## config.mk

```make
export PLATFORM = sky130hd
export DESIGN_NAME = ecc_fix_seq
export DESIGN_NICKNAME = d
export VERILOG_FILES = /design/src/rtl/ecc_fix_pkg.sv /design/src/rtl/ecc_fix_rst_sync.sv /design/src/rtl/ecc_fix_guard_timer.sv /design/src/rtl/ecc_fix_locate.sv /design/src/rtl/ecc_fix_seq.sv
export SDC_FILE = /design/constraint.sdc
export NUM_CORES = 1
export LEC_CHECK = 0
export ABC_AREA = 1
export BUFFER_PORTS_ARGS = -buffer_cell sky130_fd_sc_hd__buf_2
export CELL_PAD_IN_SITES_DETAIL_PLACEMENT = 1
export CELL_PAD_IN_SITES_GLOBAL_PLACEMENT = 1
export CORE_ASPECT_RATIO = 1.1
export CORE_MARGIN = 1
export CORE_UTILIZATION = 41
export DETAILED_ROUTE_END_ITERATION = 8
export GPL_ROUTABILITY_DRIVEN = 0
export PLACE_DENSITY = 0.9
export SLEW_MARGIN = 5
export SYNTH_ARGS = -nofsm -noshare
export SYNTH_HDL_FRONTEND = slang
export SYNTH_SLANG_ARGS = --single-unit
```

## constraint.sdc

```tcl
create_clock -name clk -period 2.8 [get_ports clk]
set_clock_uncertainty 0.1 [all_clocks]
set_input_delay 0.56 -clock clk [delete_from_list [all_inputs] [get_ports clk]]
set_output_delay 0.56 -clock clk [all_outputs]
set_load 0.05 [all_outputs]
```

## src/rtl/ecc_fix_pkg.sv

```systemverilog
package ecc_fix_pkg;

  // register select codes on the read port
  typedef enum logic [3:0] {
    SEL_SYN0   = 4'd0,
    SEL_SYN1   = 4'd1,
    SEL_SYN2   = 4'd2,
    SEL_SYN3   = 4'd3,
    SEL_STATUS = 4'd4,
    SEL_LOC_P0 = 4'd5,
    SEL_LOC_P1 = 4'd6,
    SEL_MAG_P0 = 4'd7,
    SEL_MAG_P1 = 4'd8
  } reg_sel_e;

  typedef enum logic [3:0] {
    ST_IDLE,
    ST_SYN,
    ST_CLR,
    ST_GO,
    ST_GUARD,
    ST_POLL,
    ST_DRAIN,
    ST_LOC,
    ST_MAG,
    ST_FIX,
    ST_DONE
  } seq_state_e;

  // engine status word layout
  localparam int ENG_STATE_LSB = 8;
  localparam int ENG_STATE_W   = 4;
  localparam int ENG_CNT_LSB   = 16;
  localparam int ENG_CNT_W     = 2;
  localparam int ENG_BUSY_MIN  = 4;

endpackage

```

## src/rtl/ecc_fix_rst_sync.sv

```systemverilog
module ecc_fix_rst_sync #(
  parameter int STAGES = 2
) (
  input  logic clk,
  input  logic arst_n,
  output logic srst_n
);

  logic [STAGES-1:0] chain_q;

  always_ff @(posedge clk or negedge arst_n) begin
    if (!arst_n) chain_q <= '0;
    else         chain_q <= {chain_q[STAGES-2:0], 1'b1};
  end

  assign srst_n = chain_q[STAGES-1];

endmodule

```

## src/rtl/ecc_fix_guard_timer.sv

```systemverilog
module ecc_fix_guard_timer #(
  parameter int LIMIT = 12500
) (
  input  logic clk,
  input  logic rst_n,
  input  logic clr,
  input  logic en,
  output logic expired
);

  localparam int CW = $clog2(LIMIT + 1);
  localparam logic [CW-1:0] LIM = CW'(LIMIT);

  logic [CW-1:0] cnt_q;
  logic [CW-1:0] cnt_d;
  logic          cnt_en;

  assign expired = (cnt_q == LIM);
  assign cnt_en  = clr | (en & ~expired);

  always_comb begin
    cnt_d = cnt_q + CW'(1);
    if (clr) cnt_d = '0;
  end

  always_ff @(posedge clk or negedge rst_n) begin
    if (!rst_n)      cnt_q <= '0;
    else if (cnt_en) cnt_q <= cnt_d;
  end

endmodule

```

## src/rtl/ecc_fix_locate.sv

```systemverilog
module ecc_fix_locate #(
  parameter int ADDR_W       = 10,
  parameter int MAG_W        = 8,
  parameter int SECTOR_BYTES = 512,
  parameter int PARITY_PAD   = 7
) (
  input  logic [ADDR_W-1:0]               lo_bits,
  input  logic [ADDR_W-1:0]               hi_bits,
  input  logic                            upper,
  input  logic [ADDR_W-1:0]               addr_in,
  output logic [ADDR_W-1:0]               addr_half,
  output logic [MAG_W-1:0]                mag_half,
  output logic [$clog2(SECTOR_BYTES)-1:0] idx,
  output logic                            hit
);

  localparam int IDX_W  = $clog2(SECTOR_BYTES);
  localparam int DIFF_W = ADDR_W + 2;
  localparam logic [DIFF_W-1:0] BASE = DIFF_W'(SECTOR_BYTES + PARITY_PAD);
  localparam logic [DIFF_W-1:0] SPAN = DIFF_W'(SECTOR_BYTES);

  logic [DIFF_W-1:0] diff;

  assign addr_half = upper ? hi_bits : lo_bits;
  assign mag_half  = addr_half[MAG_W-1:0];

  // byte index counted back from the end of sector plus parity pad
  assign diff = BASE - {2'b00, addr_in};
  assign hit  = ~diff[DIFF_W-1] & (diff < SPAN);
  assign idx  = diff[IDX_W-1:0];

endmodule

```

## src/rtl/ecc_fix_seq.sv

```systemverilog
module ecc_fix_seq
  import ecc_fix_pkg::*;
#(
  parameter int CLK_MHZ      = 125,
  parameter int TIMEOUT_US   = 100,
  parameter int SECTOR_BYTES = 512,
  parameter int PARITY_PAD   = 7,
  parameter int ADDR_W       = 10,
  parameter int DATA_W       = 32
) (
  input  logic                            clk,
  input  logic                            rst_n,
  input  logic                            start,
  output logic                            done,
  output logic [2:0]                      corr_count,
  output logic                            uncorrectable,
  output logic                            calc_go,
  output logic                            rd_req,
  output logic [3:0]                      rd_sel,
  input  logic                            rd_ack,
  input  logic [DATA_W-1:0]               rd_data,
  output logic                            buf_req,
  output logic [$clog2(SECTOR_BYTES)-1:0] buf_idx,
  output logic [7:0]                      buf_xor,
  input  logic                            buf_ack
);

  localparam int TMO_CYC = CLK_MHZ * TIMEOUT_US;
  localparam int IDX_W   = $clog2(SECTOR_BYTES);
  localparam int HALF_W  = DATA_W / 2;
  localparam int MAG_W   = 8;
  localparam int CNT_W   = 3;

  logic srst_n;

  seq_state_e       st_q, st_d;
  logic [1:0]       syn_idx_q, syn_idx_d;
  logic             syn_nz_q, syn_nz_d;
  logic [1:0]       k_q, k_d;
  logic [1:0]       klast_q, klast_d;
  logic [ADDR_W-1:0] addr_q, addr_d;
  logic [MAG_W-1:0] mag_q, mag_d;
  logic [IDX_W-1:0] idx_q, idx_d;
  logic [CNT_W-1:0] cnt_q, cnt_d;
  logic             unc_q, unc_d;
  logic [CNT_W-1:0] res_cnt_q;
  logic             res_unc_q;
  logic             res_load;

  logic             rd_xfer;
  logic [ENG_STATE_W-1:0] eng_state;
  logic [ENG_CNT_W-1:0]   eng_cnt;
  logic             tmo_expired;
  logic [ADDR_W-1:0] loc_half;
  logic [MAG_W-1:0] mag_half;
  logic [IDX_W-1:0] loc_idx;
  logic             loc_hit;

  ecc_fix_rst_sync #(.STAGES(2)) u_rst (
    .clk    (clk),
    .arst_n (rst_n),
    .srst_n (srst_n)
  );

  ecc_fix_guard_timer #(.LIMIT(TMO_CYC)) u_guard (
    .clk     (clk),
    .rst_n   (srst_n),
    .clr     (st_q == ST_GO),
    .en      (st_q == ST_GUARD),
    .expired (tmo_expired)
  );

  ecc_fix_locate #(
    .ADDR_W       (ADDR_W),
    .MAG_W        (MAG_W),
    .SECTOR_BYTES (SECTOR_BYTES),
    .PARITY_PAD   (PARITY_PAD)
  ) u_loc (
    .lo_bits   (rd_data[0 +: ADDR_W]),
    .hi_bits   (rd_data[HALF_W +: ADDR_W]),
    .upper     (k_q[0]),
    .addr_in   (addr_q),
    .addr_half (loc_half),
    .mag_half  (mag_half),
    .idx       (loc_idx),
    .hit       (loc_hit)
  );

  assign rd_xfer   = rd_req & rd_ack;
  assign eng_state = rd_data[ENG_STATE_LSB +: ENG_STATE_W];
  assign eng_cnt   = rd_data[ENG_CNT_LSB +: ENG_CNT_W];

  // next-state process
  always_comb begin
    st_d      = st_q;
    syn_idx_d = syn_idx_q;
    syn_nz_d  = syn_nz_q;
    k_d       = k_q;
    klast_d   = klast_q;
    addr_d    = addr_q;
    mag_d     = mag_q;
    idx_d     = idx_q;
    cnt_d     = cnt_q;
    unc_d     = unc_q;
    case (st_q)
      ST_IDLE: begin
        if (start) begin
          st_d      = ST_SYN;
          syn_idx_d = 2'd0;
          syn_nz_d  = 1'b0;
          cnt_d     = '0;
          unc_d     = 1'b0;
        end
      end
      ST_SYN: begin
        if (rd_xfer) begin
          syn_nz_d = syn_nz_q | (|rd_data);
          if (syn_idx_q == 2'd3) st_d = syn_nz_d ? ST_CLR : ST_DONE;
          else                   syn_idx_d = syn_idx_q + 2'd1;
        end
      end
      ST_CLR:   if (rd_xfer) st_d = ST_GO;
      ST_GO:    st_d = ST_GUARD;
      ST_GUARD: begin
        if (rd_xfer && ((eng_state >= ENG_STATE_W'(ENG_BUSY_MIN)) || tmo_expired))
          st_d = ST_POLL;
      end
      ST_POLL: begin
        if (rd_xfer) begin
          case (eng_state)
            4'd0: st_d = ST_DRAIN;
            4'd1: begin st_d = ST_DRAIN; unc_d = 1'b1; end
            4'd2, 4'd3: begin
              st_d    = ST_LOC;
              k_d     = 2'd0;
              klast_d = eng_cnt;
            end
            default: st_d = ST_POLL;
          endcase
        end
      end
      ST_DRAIN: if (rd_xfer) st_d = ST_DONE;
      ST_LOC: begin
        if (rd_xfer) begin
          addr_d = loc_half;
          st_d   = ST_MAG;
        end
      end
      ST_MAG: begin
        if (rd_xfer) begin
          mag_d = mag_half;
          if (loc_hit) begin
            idx_d = loc_idx;
            st_d  = ST_FIX;
          end else if (k_q == klast_q) begin
            st_d = ST_DONE;
          end else begin
            k_d  = k_q + 2'd1;
            st_d = ST_LOC;
          end
        end
      end
      ST_FIX: begin
        if (buf_ack) begin
          cnt_d = cnt_q + CNT_W'(1);
          if (k_q == klast_q) begin
            st_d = ST_DONE;
          end else begin
            k_d  = k_q + 2'd1;
            st_d = ST_LOC;
          end
        end
      end
      ST_DONE: st_d = ST_IDLE;
      default: st_d = ST_IDLE;
    endcase
  end

  assign res_load = (st_d == ST_DONE) && (st_q != ST_DONE);

  // register process
  always_ff @(posedge clk or negedge srst_n) begin
    if (!srst_n) begin
      st_q      <= ST_IDLE;
      syn_idx_q <= '0;
      syn_nz_q  <= 1'b0;
      k_q       <= '0;
      klast_q   <= '0;
      addr_q    <= '0;
      mag_q     <= '0;
      idx_q     <= '0;
      cnt_q     <= '0;
      unc_q     <= 1'b0;
      res_cnt_q <= '0;
      res_unc_q <= 1'b0;
    end else begin
      st_q      <= st_d;
      syn_idx_q <= syn_idx_d;
      syn_nz_q  <= syn_nz_d;
      k_q       <= k_d;
      klast_q   <= klast_d;
      addr_q    <= addr_d;
      mag_q     <= mag_d;
      idx_q     <= idx_d;
      cnt_q     <= cnt_d;
      unc_q     <= unc_d;
      if (res_load) begin
        res_cnt_q <= cnt_d;
        res_unc_q <= unc_d;
      end
    end
  end

  // outputs decoded from registered state
  always_comb begin
    rd_req = 1'b1;
    rd_sel = SEL_SYN0;
    case (st_q)
      ST_SYN:   rd_sel = 4'(syn_idx_q);
      ST_CLR:   rd_sel = SEL_LOC_P0;
      ST_GUARD,
      ST_POLL:  rd_sel = SEL_STATUS;
      ST_DRAIN: rd_sel = SEL_MAG_P0;
      ST_LOC:   rd_sel = k_q[1] ? SEL_LOC_P1 : SEL_LOC_P0;
      ST_MAG:   rd_sel = k_q[1] ? SEL_MAG_P1 : SEL_MAG_P0;
      default:  rd_req = 1'b0;
    endcase
  end

  assign calc_go       = (st_q == ST_GO);
  assign done          = (st_q == ST_DONE);
  assign buf_req       = (st_q == ST_FIX);
  assign buf_idx       = idx_q;
  assign buf_xor       = mag_q;
  assign corr_count    = res_cnt_q;
  assign uncorrectable = res_unc_q;

endmodule

```

Yosys cells after proc, flatten, opt, wreduce, memory -nomap -nowiden:

Index checks and enable logic that the tools add are counted.
W data, S select, Z words.

* memory bits (read-only): 0
* output and inout bits: 29
* bits in registers: 62
* bits in latches: 0
* memories: 0
* RAM bits: 0
* input port bits: 37
* logic and storage cells: 115

* bitwise logic cells: 7
* add/sub/neg operators: 5
* divide/modulo/power cells: 0
* shift-type cells: 0
* multipliers: 0
* equality and inequality tests: 26
* mux-type cells: 42
* order comparisons: 2
* reduce and logical (&&, ||, !) cells: 19

Operators with widths (number)
* $mux W4: 14
* $pmux W4 S10: 1
* $reduce_or A32 Y1: 1
* $pmux W4 S6: 1
* $mux W2: 10
* $eq A4 B2 Y1 const B: 4
* $eq A4 B3 Y1 const B: 4
* $eq A4 B4 Y1 const B: 4
* $add A14 B1 Y14 const B: 1
* $eq A14 B14 Y1 const B: 1
* $mux W14: 1
* $lt A12 B10 Y1 const B: 1
* $ne A2 B2 Y1 const B: 6
* $sub A10 B10 Y11 const A: 1
* $mux W10: 1
* $reduce_and A3 Y1: 3
* $eq A4 B1 Y1 const B: 2
* $logic_not A4 Y1: 2
* $pmux W2 S2: 2
* $reduce_or A7 Y1: 1
* $mux W1: 6
* $mux W3: 2
* $pmux W2 S3: 1
* $pmux W3 S2: 1
* 19 further kinds: 30

Depth between registers and ports, before layout:

* depth in word-level cells: 9
* depth in mapped cells: 14
* depth with buffers taken out: 13

By module:

From an unflattened synthesis, not the netlist that was laid out.

* cell total of the unflattened synthesis: 477
* area total of the unflattened synthesis: 3807.4 um2

By module, submodules not included
* ecc_fix_seq: cells each 284, seq. area each 1151.1 um2, area an instance 2468.6 um2, instances 1
* ecc_fix_guard_timer: cells each 147, seq. area each 350.3 um2, area an instance 969.7 um2, instances 1
* ecc_fix_locate: cells each 43, seq. area each 0.0 um2, area an instance 315.3 um2, instances 1
* ecc_fix_rst_sync: cells each 3, seq. area each 50.0 um2, area an instance 53.8 um2, instances 1

Least setup slack after synthesis:

OpenSTA, ideal clock, no wires.

* path kind: reg2out
* from: register st_q[1]
* to: output rd_sel[0]
* data required time: 2140 ps
* arrival: 1818 ps
* setup slack: 322 ps
* path buffers: 1
* cell stages (with the launch flop): 7
* cells stage by stage: dfrtp_1 -> buf_4 -> nor2_2 -> nand2_1 -> nor2_4 -> inv_1 -> o221ai_1

* cells in the longest elaborated chain, start to end: 3

RTL lines
* start, declared: line ecc_fix_seq.sv:36 `seq_state_e st_q, st_d;`
* start signal, assigned: line ecc_fix_seq.sv:197 `st_q <= st_d;`
* $eq A4 B3 Y1: line ecc_fix_seq.sv:218 `case (st_q)`
* $reduce_or A2 Y1
* $pmux W4 S6 *: line ecc_fix_seq.sv:218
* end, declared: line ecc_fix_seq.sv:19 `output logic [3:0] rd_sel,`

Mark *: on every way between the ends. The rest lies on a longest branch, timed or not.

Final worst setup path:

Ends and elaborated chain as after synthesis.

==> qor.txt <==
Status - completed
CP Max Fanout - 9
WP data required - 2.14 ns
Die span in y - 99.4 um
Final Cycle Share - 93.9%
Fill count - 1085
Peak Freq - 380 MHz
Fin worst setup slack - 0.170 ns
VDD IR max - 410 uV
Total track usage - 24.2%
Reg clk slew, reported paths - 0.07 ns
Diodes inserted - 0
Avg WL per Cell - 16.0 um
Number of global-route vias before repair - 3626
Post-DRT Antenna Nets - 0
Sequential element share of the synthesized area - 43.9%
CTS tree - built
Top post-synthesis cells by area - dfrtp_1 (44%), nand2_1 (12%), inv_1 (4.8%)
Crit Path Class - flip-flop to output pin
Largest net degree at the start of global routing - 46
Ratio of cells with drive above 1 in the final layout - 23.8%
Synth Flop Type - dfrtp_1
Port Buffer Count - 65
Post-synth EDFFs - 0
Unrepaired setup endpoints after global routing - false
Detailed-route via count - 3295
Drc violations - 0
Top-area cell type share of the netlist area - 43.9%
FF-to-FF path depth - 10
First-pass GRT wire length - 17000 um
Initial DRC Count - 110
Starting Density - 42.3%
Cells after synthesis - 451
Inserted Clock Buffers - 9
Placeable Area - 8360 sq um
Nets@finish - 563
Clk buf depth - 2
Worst reg-to-reg setup slack - 0.62 ns
Synthesized area - 3530 sq um
Reg2reg start - u_guard.cnt_q[0]
Asr flop ratio synth - 100%
Post-route setup TNS - 0 ns
Later-pin clock latency in the skew report - 0.35 ns
Commonest cells post-synth - nand2_1 (112), dfrtp_1 (62), inv_1 (45)
Grt total ovfl - 0
Die Width - 90.5 um
Library cells used by synthesis - 37
Die area - 9000 sq um
Number of I/O pins - 66
CTS root buffer - clkbuf_8
Cts repair resizes - 0
Least-Margin Pin Slew - 0.587 ns
Hold Path Class - flip-flop to asynchronous set/reset pin
Post-Syn Area per Cell - 7.84 sq um
Initial antenna violation count - 0
Max-Cap Viols - 0
Critical Path AT - 1.97 ns
Syn. warnings - 0
Tmin final - 2.63 ns
Setup crit end kind - output pin
Syn Nets - 493
Hold_ws - 0.0791 ns
P&R area growth vs syn - 18.5%
Setup violators final - 0
Row cnt - 35
LEAKAGE - 2.12 nW
PD cells - 1020 nW/um^2
Wirelength, routed - 10200 um
DR pass1 iterations - 4
Max-slew violation count - 0
Reg-to-reg endpoint - u_guard.cnt_q[3]
Post-DP HPWL - 7550 um
Yosys reg bits - 62
H-tree Lvls - 3
TritonCTS Sinks - 62
Vias per std cell - 5.18
Slew headroom - 60.9%
Synth area leader - dfrtp_1
Final Hold Vio Count - 0
Count leader, synth - nand2_1
Post-layout util - 50.1%
Startpoint type of the worst setup path - flip-flop
Worst slack at placement - 0.565 ns
-- worst max-delay path: stages, from the launching register on --
cell and delay [ns]:
dfrtp_1 0.49, nor2_2 0.20, nand2_1 0.13, nor2_4 0.21
inv_1 0.11, o221ai_1 0.17, buf_2 0.29
-- power by group --
group / switching (mW) / internal (mW)
clock: 0.368 / 0.520
combinational: 1.37 / 0.534
sequential: 0.299 / 1.19
total: 2.03 / 2.24
-- timing repair --
| action | 4_1_cts | 5_1_grt |
|---|---|---|
| hold buffers | 1 | 0 |
| endpoints found under the setup margin | 0 | 0 |
| hold endpoints to repair | 2 | 0 |
| buffers inserted | 0 | 0 |
-- worst max path at each step --
stage / startpoint / endpoint / slack, ns / cells after the start
3_3_place_gp: st_q[1] / rd_sel[0] / 0.64 / 6
6_report: st_q[1] / rd_sel[0] / 0.17 / 6
5_1_grt: st_q[1] / rd_sel[0] / 0.08 / 6
2_1_floorplan: st_q[1] / rd_sel[0] / 0.32 / 6
4_1_cts: st_q[1] / rd_sel[0] / 0.18 / 6
3_5_place_dp: st_q[1] / rd_sel[0] / 0.57 / 6
-- placed cells by master, fill, tap and decap left out, types with 8 or more instances in the layout --
cell | Yosys | routed
buf_2 | 3 | 65
o21ai_1 | 14 | 14
dfrtp_1 | 62 | 61
clkbuf_8 | 0 | 10
nand4_1 | 12 | 12
a21oi_1 | 9 | 9
nand2_1 | 112 | 112
mux2_2 | 11 | 11
o21ai_0 | 26 | 26
nor3_1 | 11 | 11
nand3_1 | 30 | 30
inv_1 | 45 | 45
xor2_1 | 8 | 8
inv_2 | 10 | 10
nor2_1 | 44 | 44
-- area by class of cell --
cell class,instances,area [sq um],share of cell area [%]
multi-input cells,324,1720,41.1
flip-flops and latches,62,1550,37.1
repair buffers,68,350,8.36
inverters,56,210,5.02
clock buffers,11,141,3.37
well taps,111,139,3.31
clock inverters,4,72.6,1.73
-- cell families after synthesis --
family / Yosys count / synth area share (%)
other: 1 / 0.106
AND/OR/NAND/NOR: 235 / 31.0
adder cells (fa/ha/maj): 5 / 1.77
buffers and inverters: 65 / 7.33
XOR/XNOR: 12 / 2.97
AO/OA/AOI/OAI: 60 / 9.45
flip-flops: 62 / 43.9
multiplexers: 11 / 3.50
-- sequential cells by signal (all words and copies together) (netlist names) --
signal	count
unc_q	1
cnt_q	3
st_q	4
klast_q	2
k_q	2
buf_idx	9
addr_q	10
u_guard.cnt_q	14
u_rst.chain_q	2
syn_nz_q	1
uncorrectable	1
buf_xor	8
corr_count	3
syn_idx_q	2
-- per-stage QoR --
stage	std cells	cell area, sq um	power, mW
after floorplan	451	3530	2.87
after global placement	620	3970	3.27
after detailed placement	620	3970	3.36
after CTS	636	4190	4.29
final	636	4190	4.27
after global routing	636	4190	4.53
-- layer usage --
layer | global-route usage [%] | part of all wire (%) | up-vias
met2 | 44.5 | 52 | 77
met4 | 13.5 | 3.7 | 0
met3 | 3.98 | 3.1 | 33
met5 | 0 | 0 | -
met1 | 26.4 | 42 | 1576
li1 | - | - | 1609
Power figures use the tool's default switching activity.
